===== src/rtl/i2c_addr_pkg.sv =====
package i2c_addr_pkg;
  localparam int BYTE_BITS = 8;
  localparam int ADDR_BITS = 10;

  typedef enum logic [2:0] {
    CLS_ADDR7, CLS_HDR10, CLS_GCALL, CLS_SBYTE, CLS_CBUS, CLS_HSMC, CLS_RSVD
  } fb_class_e;

  typedef enum logic [2:0] {
    PH_IDLE, PH_SHIFT, PH_WAIT_ACK, PH_ACK, PH_IGNORE
  } phase_e;
endpackage


===== src/rtl/i2c_line_filter.sv =====
module i2c_line_filter #(
  parameter int SYNC_STAGES = 2,
  parameter int FILT_LEN    = 3
) (
  input  logic clk,
  input  logic rst_n,
  input  logic line_i,
  output logic line_o
);
  logic [SYNC_STAGES-1:0] sync_q;
  logic [FILT_LEN-1:0]    hist_q;
  logic                   sync_last;

  assign sync_last = sync_q[SYNC_STAGES-1];

  always_ff @(posedge clk or negedge rst_n) begin
    if (!rst_n) begin
      sync_q <= '1;
      hist_q <= '1;
      line_o <= 1'b1;
    end else begin
      sync_q <= {sync_q[SYNC_STAGES-2:0], line_i};
      hist_q <= {hist_q[FILT_LEN-2:0], sync_last};
      // output moves only when the whole history agrees
      if (&hist_q)       line_o <= 1'b1;
      else if (~|hist_q) line_o <= 1'b0;
    end
  end

  // a change of the filtered level must follow the synchronized level
  assert_filter_unanimous_R12: assert property (@(posedge clk) disable iff (!rst_n)
    (line_o != $past(line_o)) |-> (line_o == $past(sync_last, 2)));
endmodule


===== src/rtl/i2c_bus_events.sv =====
module i2c_bus_events (
  input  logic clk,
  input  logic rst_n,
  input  logic scl_f,
  input  logic sda_f,
  output logic scl_rise,
  output logic scl_fall,
  output logic start_evt,
  output logic stop_evt
);
  logic scl_prev, sda_prev;

  always_ff @(posedge clk or negedge rst_n) begin
    if (!rst_n) begin
      scl_prev <= 1'b1;
      sda_prev <= 1'b1;
    end else begin
      scl_prev <= scl_f;
      sda_prev <= sda_f;
    end
  end

  assign scl_rise  = scl_f & ~scl_prev;
  assign scl_fall  = ~scl_f & scl_prev;
  assign start_evt = scl_f & scl_prev & sda_prev & ~sda_f;
  assign stop_evt  = scl_f & scl_prev & ~sda_prev & sda_f;

  // a START needs SDA high beforehand, so two in a row cannot happen
  assert_start_spaced_R1: assert property (@(posedge clk) disable iff (!rst_n)
    start_evt |=> !start_evt);
endmodule


===== src/rtl/i2c_first_byte_decode.sv =====
module i2c_first_byte_decode
  import i2c_addr_pkg::*;
(
  input  logic [BYTE_BITS-1:0] byte_i,
  output fb_class_e            cls_o
);
  always_comb begin
    if (byte_i[7:1] == 7'b0000000)      cls_o = byte_i[0] ? CLS_SBYTE : CLS_GCALL;
    else if (byte_i[7:1] == 7'b0000001) cls_o = CLS_CBUS;
    else if (byte_i[7:2] == 6'b000001)  cls_o = CLS_RSVD;
    else if (byte_i[7:3] == 5'b00001)   cls_o = CLS_HSMC;
    else if (byte_i[7:3] == 5'b11111)   cls_o = CLS_RSVD;
    else if (byte_i[7:3] == 5'b11110)   cls_o = CLS_HDR10;
    else                                cls_o = CLS_ADDR7;
  end
endmodule


===== src/rtl/i2c_addr_recognizer.sv =====
module i2c_addr_recognizer
  import i2c_addr_pkg::*;
#(
  parameter int SYNC_STAGES = 2,
  parameter int FILT_LEN    = 3
) (
  input  logic                 clk,
  input  logic                 rst_n,
  input  logic                 scl_i,
  input  logic                 sda_i,
  input  logic [ADDR_BITS-1:0] own_addr,
  input  logic                 mode_10bit,
  input  logic                 gc_enable,
  output logic                 sda_oe,
  output logic                 rw_dir,
  output logic                 start_det,
  output logic                 stop_det,
  output logic                 addr_match,
  output logic                 gcall_hit,
  output logic                 start_byte_hit,
  output logic                 cbus_hit,
  output logic                 hs_code_hit,
  output logic                 reserved_hit
);
  localparam int BIT_CW = $clog2(BYTE_BITS);
  localparam logic [BIT_CW-1:0] LAST_BIT = BIT_CW'(BYTE_BITS - 1);

  // line conditioning, one chain per bus wire (0 = SCL, 1 = SDA)
  logic [1:0] raw_lines, filt_lines;
  assign raw_lines = {sda_i, scl_i};

  for (genvar g = 0; g < 2; g++) begin : g_line
    i2c_line_filter #(.SYNC_STAGES(SYNC_STAGES), .FILT_LEN(FILT_LEN)) u_filt (
      .clk(clk), .rst_n(rst_n), .line_i(raw_lines[g]), .line_o(filt_lines[g]));
  end

  logic scl_f, sda_f, scl_rise, scl_fall, start_evt, stop_evt;
  assign scl_f = filt_lines[0];
  assign sda_f = filt_lines[1];

  i2c_bus_events u_events (
    .clk(clk), .rst_n(rst_n), .scl_f(scl_f), .sda_f(sda_f),
    .scl_rise(scl_rise), .scl_fall(scl_fall),
    .start_evt(start_evt), .stop_evt(stop_evt));

  phase_e                 phase_q;
  logic [BIT_CW-1:0]      bit_cnt_q;
  logic [BYTE_BITS-2:0]   shift_q;
  logic                   second_q, ack_plan_q, go_second_q, armed_q;
  logic [BYTE_BITS-1:0]   byte_now;
  fb_class_e              cls;

  assign byte_now = {shift_q, sda_f};

  i2c_first_byte_decode u_decode (.byte_i(byte_now), .cls_o(cls));

  // decision for the byte completing on this SCL rise
  logic d_ack, d_second, d_match, d_rw, d_arm;
  logic d_gc, d_sb, d_cb, d_hs, d_rs;

  always_comb begin
    d_ack = 1'b0; d_second = 1'b0; d_match = 1'b0; d_rw = byte_now[0]; d_arm = 1'b0;
    d_gc = 1'b0; d_sb = 1'b0; d_cb = 1'b0; d_hs = 1'b0; d_rs = 1'b0;
    if (second_q) begin
      if (byte_now == own_addr[7:0]) begin
        d_ack = 1'b1; d_match = 1'b1; d_rw = 1'b0; d_arm = 1'b1;
      end
    end else begin
      unique case (cls)
        CLS_ADDR7: if (!mode_10bit && byte_now[7:1] == own_addr[6:0]) begin
          d_ack = 1'b1; d_match = 1'b1;
        end
        CLS_HDR10: if (mode_10bit && byte_now[2:1] == own_addr[9:8]) begin
          if (!byte_now[0]) begin
            d_ack = 1'b1; d_second = 1'b1;
          end else if (armed_q) begin
            d_ack = 1'b1; d_match = 1'b1; d_arm = 1'b1;
          end
        end
        CLS_GCALL: if (gc_enable) begin
          d_ack = 1'b1; d_gc = 1'b1;
        end
        CLS_SBYTE: d_sb = 1'b1;
        CLS_CBUS:  d_cb = 1'b1;
        CLS_HSMC:  d_hs = 1'b1;
        CLS_RSVD:  d_rs = 1'b1;
        default:   d_rs = 1'b0;
      endcase
    end
  end

  always_ff @(posedge clk or negedge rst_n) begin
    if (!rst_n) begin
      phase_q <= PH_IDLE; bit_cnt_q <= '0; shift_q <= '0;
      second_q <= 1'b0; ack_plan_q <= 1'b0; go_second_q <= 1'b0; armed_q <= 1'b0;
      sda_oe <= 1'b0; rw_dir <= 1'b0;
      start_det <= 1'b0; stop_det <= 1'b0; addr_match <= 1'b0;
      gcall_hit <= 1'b0; start_byte_hit <= 1'b0; cbus_hit <= 1'b0;
      hs_code_hit <= 1'b0; reserved_hit <= 1'b0;
    end else begin
      start_det <= 1'b0; stop_det <= 1'b0; addr_match <= 1'b0;
      gcall_hit <= 1'b0; start_byte_hit <= 1'b0; cbus_hit <= 1'b0;
      hs_code_hit <= 1'b0; reserved_hit <= 1'b0;
      if (start_evt) begin
        phase_q <= PH_SHIFT; bit_cnt_q <= '0; second_q <= 1'b0;
        sda_oe <= 1'b0; start_det <= 1'b1;
      end else if (stop_evt) begin
        phase_q <= PH_IDLE; sda_oe <= 1'b0; armed_q <= 1'b0; stop_det <= 1'b1;
      end else begin
        unique case (phase_q)
          PH_SHIFT: if (scl_rise) begin
            shift_q   <= byte_now[BYTE_BITS-2:0];
            bit_cnt_q <= bit_cnt_q + 1'b1;
            if (bit_cnt_q == LAST_BIT) begin
              phase_q     <= PH_WAIT_ACK;
              ack_plan_q  <= d_ack;
              go_second_q <= d_second;
              armed_q     <= d_arm;
              addr_match  <= d_match;
              if (d_match) rw_dir <= d_rw;
              gcall_hit <= d_gc; start_byte_hit <= d_sb; cbus_hit <= d_cb;
              hs_code_hit <= d_hs; reserved_hit <= d_rs;
            end
          end
          PH_WAIT_ACK: if (scl_fall) begin
            if (ack_plan_q) begin
              sda_oe <= 1'b1; phase_q <= PH_ACK;
            end else begin
              phase_q <= PH_IGNORE;
            end
          end
          PH_ACK: if (scl_fall) begin
            sda_oe    <= 1'b0;
            bit_cnt_q <= '0;
            second_q  <= go_second_q;
            phase_q   <= go_second_q ? PH_SHIFT : PH_IGNORE;
          end
          default: phase_q <= phase_q;
        endcase
      end
    end
  end

  // the pull-down only moves on an SCL fall or a bus condition
  assert_oe_on_fall_R3: assert property (@(posedge clk) disable iff (!rst_n)
    (sda_oe != $past(sda_oe)) |-> $past(scl_fall | start_evt | stop_evt));
  assert_oe_rise_scl_low_R3: assert property (@(posedge clk) disable iff (!rst_n)
    $rose(sda_oe) |-> $past(!scl_f));
  assert_gc_enabled_R6: assert property (@(posedge clk) disable iff (!rst_n)
    gcall_hit |-> gc_enable);
  assert_flags_onehot_R13: assert property (@(posedge clk) disable iff (!rst_n)
    $onehot0({addr_match, gcall_hit, start_byte_hit, cbus_hit, hs_code_hit, reserved_hit}));
  assert_match_single_R13: assert property (@(posedge clk) disable iff (!rst_n)
    addr_match |=> !addr_match);
endmodule


===== config.mk =====
export PLATFORM = sky130hd
export DESIGN_NAME = i2c_addr_recognizer
export DESIGN_NICKNAME = d
export VERILOG_FILES = /design/src/rtl/i2c_addr_pkg.sv /design/src/rtl/i2c_line_filter.sv /design/src/rtl/i2c_bus_events.sv /design/src/rtl/i2c_first_byte_decode.sv /design/src/rtl/i2c_addr_recognizer.sv
export SDC_FILE = /design/constraint.sdc
export NUM_CORES = 1
export LEC_CHECK = 0
export BUFFER_PORTS_ARGS = -buffer_cell sky130_fd_sc_hd__buf_4
export CAP_MARGIN = 20
export CORE_ASPECT_RATIO = 0.75
export CORE_MARGIN = 10
export CORE_UTILIZATION = 47
export CTS_BUF_LIST = sky130_fd_sc_hd__clkbuf_8
export DETAILED_ROUTE_END_ITERATION = 8
export PLACE_DENSITY = 0.67
export SLEW_MARGIN = 25
export SYNTH_ARGS = -nofsm -noshare
export SYNTH_HDL_FRONTEND = slang
export SYNTH_SLANG_ARGS = --single-unit
export TNS_END_PERCENT = 10

===== constraint.sdc =====
create_clock -name clk -period 4 [get_ports clk]
set_clock_uncertainty 0.05 [all_clocks]
set_input_delay 0.8 -clock clk [delete_from_list [all_inputs] [get_ports clk]]
set_output_delay 0.8 -clock clk [all_outputs]
set_load 0.05 [all_outputs]

==> impl_metrics.py, run 1 <==
metrics = {
    "pwr": {
        "fin_total_pwr_uw": 1199,
        "comb_power_share_pct": 25.6,
        "peakVddDrop_v": 0.0003026,
        "internal_power_uw": 803.4,
        "sw_frac_of_total_pct": 33.01,
        "pwr_density_cell_nw_per_um2": 540.6,
        "share_clk_of_total_power_pct": 24.2,
        "reg_power_share_pct": 50.2,
        "power_switching_uw": 395.8,
        "leakage_uw": 0.0009893,
    },
    "synthesis": {
        "mappedNetlistNets": 184,
        "post_synth_instance_area_sq_um": 1892,
        "seq_total_area_yosys_pct": 55.16,
        "synthCells": 166,
        "synth-seq-cells": 41,
        "yosysWarningCount": 0,
        "post_synth_num_cell_types": 46,
        "synthesis.area_per_instance_sq_um": 11.40,
    },
    "clocking": {
        "tritoncts.num_buffers": 5,
        "post_cts_clock_slew_at_the_launch_and_capture_registers_of_the_worst_setup_and_hold_paths_ns": 0.08,
        "ctsLongestPathBuffers": 2,
        "clock-sinks": 41,
        "cts_setup_buffers": 0,
        "cts_repair_resize_count": 0,
        "clk_root_buffer_cell": "clkbuf_8",
        "clk-insertion-delay-late_ns": 0.29,
        "cts.htree.levels": 2,
        "tritoncts": "done",
        "postCtsHoldBufs": 0,
    },
    "floorplanning": {
        "placeableCoreArea_sq_um": 3780,
        "chipHeight_um": 74.95,
        "ioPinCount": 26,
        "design.die.area_sq_um": 6989,
        "die_span_in_x_um": 93.26,
        "start_util_pct": 50.05,
        "placementRows": 19,
    },
    "critical_path": {
        "worst_setup_path_startpoint": "g_line[0].u_filt.line_o$_DFFE_PN1P_",
        "crit_arrival_ns": 2.22,
        "timing.critical_path.fanout_max": 9,
        "crit_family": "simple AND/OR/NAND/NOR gates",
        "timing.critical_path.from_type": "register",
        "cp.buffers_inverters": 0,
        "setup.worst_path.class": "register to register",
        "max_stage_delay_ns": 0.61,
        "r2r_start": "g_line[0].u_filt.line_o$_DFFE_PN1P_",
        "critical_path.endpoint_type": "register",
        "crit_path_cells": "and4bb_1 -> nand2_2 -> or4_4 -> a22oi_2 -> mux2i_1",
        "critical_path.slowest_cell": "dfstp_2",
        "required_ns": 4.16,
    },
    "placement": {
        "post_dp_cell_area_sq_um": 2117,
        "placed_cells": 238,
        "place_ws_ns": 1.701,
        "globalplace.congestion": 0.9489,
        "numPortBuffers": 25,
        "dp.final_hpwl_um": 2932,
    },
    "final_layout": {
        "sequential_cell_area_sq_um": 1044,
        "num-fill-cells": 330,
        "finish.instance_area_sq_um": 2218,
        "finish.cell_count_without_fillers": 246,
        "multiInputGateArea_sq_um": 794.5,
        "layout-area-overhead-vs-synth_pct": 17.26,
        "antenna-diode-count": 0,
        "layout.cells.most_common_list": "27 x dfrtp_1, 25 x buf_4, 14 x dfstp_2",
        "final_layout_size_suffix_gt1_share_pct": 31.96,
        "design.final.nets": 211,
        "layout.cells.most_common": "dfrtp_1",
    },
    "detailed_routing": {
        "detailedRoute.firstIterationViolations": 90,
        "routed_wirelength_um": 3903,
        "post_drt_via_cell_ratio": 5.366,
        "post_drt_wl_per_cell_um": 15.87,
        "vias": 1320,
        "drt-pass1-iter-count": 4,
        "route.antenna.remaining_nets": 0,
        "post-route-drc-count": 0,
    },
    "global_route": {
        "grt_start_max_net_pins": 42,
        "first_pass_grt_wire_length_um": 6617,
        "gr-total-overflow": 0,
        "antenna_found_initial": 0,
        "grt.total_usage_pct": 11.80,
        "grt_pass1_vias": 1322,
    },
    "timing": {
        "timing.setup.tns_ns": 0,
        "worstMarginPinSlew_ns": 0.7504,
        "finalSetupViolations": 0,
        "period_needed_ns": 2.057,
        "final_critical_path_setup_slack_ns": 1.943,
        "relative_slew_slack_pct": 49.79,
        "finalMaxSlewViolations": 0,
        "final_min_period_over_clock_period_pct": 51.42,
        "final-hold-violation-count": 0,
        "grt_setup_unrepaired": "no",
        "fmaxAchievable_mhz": 486.2,
    },
    "outcome": {
        "outcome": "finished clean",
    },
    "run": {
        "maxCapViolations": 0,
    },
    "hold_path": {
        "min-delay-start": "g_line[0].u_filt.sync_q[1]$_DFF_PN1_",
        "hold_path_class": "register to register",
    },
}
[synthesized netlist by cell type, drive strengths merged]
library cell  number  area, sq um
dfrtp             27        675.7
dfstp             14        367.9
nand2             12        47.55
xnor2             12        105.1
o21ai             10        50.05
mux2               8        90.09
nor2               8        30.03
a21oi              7        35.03
inv                7        26.28
nor3               6        30.03
xor2               5        43.79
nand4              4        25.02
nor4               4        31.28
and2               3        20.02
buf                3        20.01
a22o               2        17.52
a31oi              2        12.51
and4               2        17.52
clkbuf             2        7.510
ha                 2        25.02
mux2i              2        20.02
nand3              2        10.01
nor2b              2        12.51
nor3b              2        15.01
or3                2        12.51
a22oi              1        12.51
a32oi              1        8.760
and2b              1        8.760
and3               1        6.260
and3b              1        8.760
and4bb             1        12.51
nand2b             1        6.260
nand4bb            1        11.26
nor4b              1        8.760
o211a              1        10.01
o211ai             1        7.510
o21bai             1        7.510
o31a               1        8.760
o41ai              1        8.760
or2                1        6.260
or4                1        11.26
[registers in the layout, indices dropped and copies added, names as in the netlist]
signal,cells
ack_plan_q,1
addr_match,1
armed_q,1
bit_cnt_q,3
cbus_hit,1
g_line.u_filt.hist_q,6
g_line.u_filt.line_o,2
g_line.u_filt.sync_q,4
gcall_hit,1
go_second_q,1
hs_code_hit,1
phase_q,3
reserved_hit,1
rw_dir,1
sda_oe,1
second_q,1
shift_q,7
start_byte_hit,1
start_det,1
stop_det,1
u_events.scl_prev,1
u_events.sda_prev,1
[worst reg2reg max path: stages, from the launching register on]
cell and delay, ns:
dfstp_2 0.61, and4bb_1 0.26, nand2_2 0.12, or4_4 0.56, a22oi_2 0.19, mux2i_1 0.19
[power by group through the flow]
stage	Sequential, uW	Clock [uW]	Combinational (uW)
after floorplan	556	0	267
after global placement	602	0	291
after detailed placement	607	0	305
after CTS	599	298	307
after global routing	617	315	346
final	602	290	307
[metrics by stage]
stage | util [%] | hold slack, ns
5_1_grt | 58.69 | 0.3094
6_report | 58.69 | 0.3069
2_1_floorplan | - | 0.2952
3_5_place_dp | 56.01 | 0.2968
4_1_cts | 58.69 | 0.3076
3_3_place_gp | 56.01 | 0.2953
[cells by family (layout without fill, tap and decap cells)]
| logic type | count (synthesis) | in the layout | share of synthesized area [%] |
|---|---|---|---|
| AND/OR/NAND/NOR | 56 | 56 | 17.53 |
| AO/OA/AOI/OAI | 28 | 28 | 9.458 |
| adder cells (fa/ha/maj) | 2 | 2 | 1.323 |
| buffers and inverters | 12 | 40 | 2.844 |
| XOR/XNOR | 17 | 17 | 7.870 |
| multiplexers | 10 | 10 | 5.820 |
| flip-flops | 41 | 41 | 55.16 |
[area by class of cell]
type                       instances  area share [%]
clock inverter                     1          0.2256
inverter                           7           1.184
clock buffer                       7           4.343
sequential                        41           47.04
timing repair buffer              25           8.460
multi-input combinational        113           35.81
tap                               52           2.933
[layer usage]
layer / wire (um) / track usage (%)
met1: 1940 / 16.00
met2: 1718 / 16.87
met3: 205 / 3.972
met4: 38 / 4.778
met5: 0 / 0
[final timing paths]
check / to / depth (start not counted) / slack, ns
worst max register to register: rw_dir$_DFFE_PN0P_ / 5 / 1.94
max in group asynchronous: g_line[1].u_filt.line_o$_DFFE_PN1P_ / 1 / 3.10
worst min register to register: g_line[0].u_filt.hist_q[0]$_DFF_PN1_ / 0 / 0.31
worst min-delay path: g_line[0].u_filt.hist_q[0]$_DFF_PN1_ / 0 / 0.31
worst max-delay path: rw_dir$_DFFE_PN0P_ / 5 / 1.94
min in group asynchronous: phase_q[1]$_DFFE_PN0P_ / 1 / 0.42
(Power assumes the default switching activity.)
==> run 2, diff against run 1 <==
==> constraint.sdc (replaced) <==
create_clock -name clk -period 2 [get_ports clk]
set_clock_uncertainty 0.05 [all_clocks]
set_input_delay 0.4 -clock clk [delete_from_list [all_inputs] [get_ports clk]]
set_output_delay 0.4 -clock clk [all_outputs]
set_load 0.05 [all_outputs]
==> run 2 against run 1 <==
  * Worst setup slack worse by 1.8 ns
  * Maximum frequency up 9.2%
  * Design area up 4.7%
  * Combinational power up 140%
  * Via count up 3.3%
  * Clock-buffer cell count shrank 1
  * Global-route usage rose by 0.42 points
  * Critical endpoint is now ack_plan_q$_DFFE_PN0P_
==> impl_metrics.py, run 2 (synthesized netlist as in run 1, its figures left out) <==
metrics = {
    "final_layout": {
        "design.final.nets": 221,
        "leading_registers_by_flop_count": "shift_q x7, g_line.u_filt.hist_q x6, g_line.u_filt.sync_q x4",
        "layout-area-overhead-vs-synth_pct": 22.75,
        "final_layout_size_suffix_gt1_share_pct": 37.75,
        "max_flop_register": "shift_q",
        "layout.cells.most_common": "buf_4",
        "antenna-diode-count": 0,
        "layout.cells.most_common_list": "35 x buf_4, 25 x dfrtp_1, 14 x dfstp_2",
        "postLayoutCoreUtil_pct": 61.44,
        "largest_register_ffs": 7,
    },
    "detailed_routing": {
        "detailedRoute.firstIterationViolations": 66,
        "post-route-drc-count": 0,
        "drt-pass1-iter-count": 4,
        "vias": 1364,
        "post_drt_wl_per_cell_um": 15.69,
        "post_drt_via_cell_ratio": 5.328,
        "route.antenna.remaining_nets": 0,
        "routed_wirelength_um": 4017,
    },
    "placement": {
        "dp.final_hpwl_um": 3060,
        "place_ws_ns": 0.03240,
        "globalplace.congestion": 0.8484,
        "numPortBuffers": 25,
    },
    "pwr": {
        "reg_power_share_pct": 45.2,
        "internal_power_uw": 1768,
        "leakage_uw": 0.001040,
        "share_clk_of_total_power_pct": 26.0,
        "sw_frac_of_total_pct": 31.44,
        "comb_power_share_pct": 28.8,
        "peakVddDrop_v": 0.0007032,
        "pwr_density_cell_nw_per_um2": 1110,
        "power_switching_uw": 810.7,
    },
    "global_route": {
        "grt.total_usage_pct": 12.22,
        "gr-total-overflow": 0,
        "grt_start_max_net_pins": 42,
        "grt_pass1_vias": 1364,
        "antenna_found_initial": 0,
        "first_pass_grt_wire_length_um": 6741,
    },
    "hold_path": {
        "hold_path_class": "input pin to async pin",
    },
    "outcome": {
        "outcome": "finished clean",
    },
    "critical_path": {
        "critical_path.endpoint": "ack_plan_q$_DFFE_PN0P_",
        "r2r_start": "shift_q[0]$_DFFE_PN0P_",
        "crit_arrival_ns": 2.03,
        "critical_path.endpoint_type": "register",
        "setup.worst_path.class": "register to register",
        "worst_setup_path_startpoint": "shift_q[0]$_DFFE_PN0P_",
        "setup.reg_to_reg.worst_slack_ns": 0.12,
        "worst-r2r-cell-count": 5,
        "timing.critical_path.fanout_max": 8,
        "required_ns": 2.15,
        "r2r-end": "ack_plan_q$_DFFE_PN0P_",
        "timing.critical_path.from_type": "register",
    },
    "timing": {
        "relative_slew_slack_pct": 67.98,
        "grt_setup_unrepaired": "no",
        "timing.setup.tns_ns": 0,
        "final_min_period_over_clock_period_pct": 94.22,
        "period_needed_ns": 1.884,
        "worstMarginPinSlew_ns": 0.4803,
        "fmaxAchievable_mhz": 530.7,
        "final-hold-violation-count": 0,
        "final_critical_path_setup_slack_ns": 0.1156,
        "finalSetupViolations": 0,
        "finalMaxSlewViolations": 0,
    },
    "clocking": {
        "cts.htree.levels": 2,
        "ctsLongestPathBuffers": 2,
        "tritoncts.num_buffers": 5,
        "cts_setup_buffers": 0,
        "postCtsHoldBufs": 0,
        "tritoncts": "done",
        "post_cts_clock_slew_at_the_launch_and_capture_registers_of_the_worst_setup_and_hold_paths_ns": 0.08,
        "clock-sinks": 41,
        "clk-insertion-delay-late_ns": 0.29,
        "cts_repair_resize_count": 0,
        "clk_root_buffer_cell": "clkbuf_8",
    },
    "floorplanning": {
        "die_span_in_x_um": 93.26,
        "placementRows": 19,
        "placeableCoreArea_sq_um": 3780,
        "start_util_pct": 50.05,
        "design.die.area_sq_um": 6989,
        "ioPinCount": 26,
        "chipHeight_um": 74.95,
    },
    "run": {
        "maxCapViolations": 0,
    },
}
run 2: cell count changes in the layout (fill, tap and decap cells not counted), sizes merged:
cell and delta:
clkinv -1, clkbuf -1, buf +10, bufinv +1, inv +1
run 2: power by group through the flow:
stage                     clock network (uW)  registers, uW  logic (uW)
after floorplan                            0           1110         535
after global routing                     726           1190         819
after CTS                                686           1160         740
final                                    671           1160         743
after detailed placement                   0           1170         734
after global placement                     0           1150         702
run 2: worst max-delay path, stage by stage (launching register included):
cell      delay, ns
dfrtp_2        0.48
or2_2          0.34
a21oi_1        0.28
nand4_1        0.21
o211a_1        0.26
o211ai_1       0.17
run 2: stage by stage:
stage	hold WS (ns)	power, uW	instances	cell area [sq um]
final	0.01559	2579	256	2322
after global routing	0.04901	2733	256	2322
after CTS	0.03610	2583	256	2308
after detailed placement	0.2968	1906	248	2192
after global placement	0.2956	1857	248	2192
after floorplan	0.05441	1646	166	1892
run 2: cell type report:
class | count | area (sq um)
clock buffer | 6 | 82.58
clock inverter | 2 | 33.78
fill | 303 | 1458
inverter | 7 | 26.28
multi-input combinational | 113 | 805.8
sequential | 41 | 1046
tap | 52 | 65.06
timing repair buffer | 35 | 262.8
run 2: worst min path at each step:
stage | startpoint | to
detailed placement | g_line[1].u_filt.sync_q[1]$_DFF_PN1_ | g_line[1].u_filt.hist_q[0]$_DFF_PN1_
global route | rst_n | phase_q[2]$_DFFE_PN0P_
finish | rst_n | phase_q[2]$_DFFE_PN0P_
CTS | rst_n | phase_q[2]$_DFFE_PN0P_
floorplan | rst_n | ack_plan_q$_DFFE_PN0P_
global placement | g_line[0].u_filt.sync_q[0]$_DFF_PN1_ | g_line[0].u_filt.sync_q[1]$_DFF_PN1_
run 2: per-layer routing:
metal	GRT usage (%)	wire length, um
met1	15.82	1919
met2	18.80	1856
met3	4.171	209
met4	4.096	31
met5	0	0
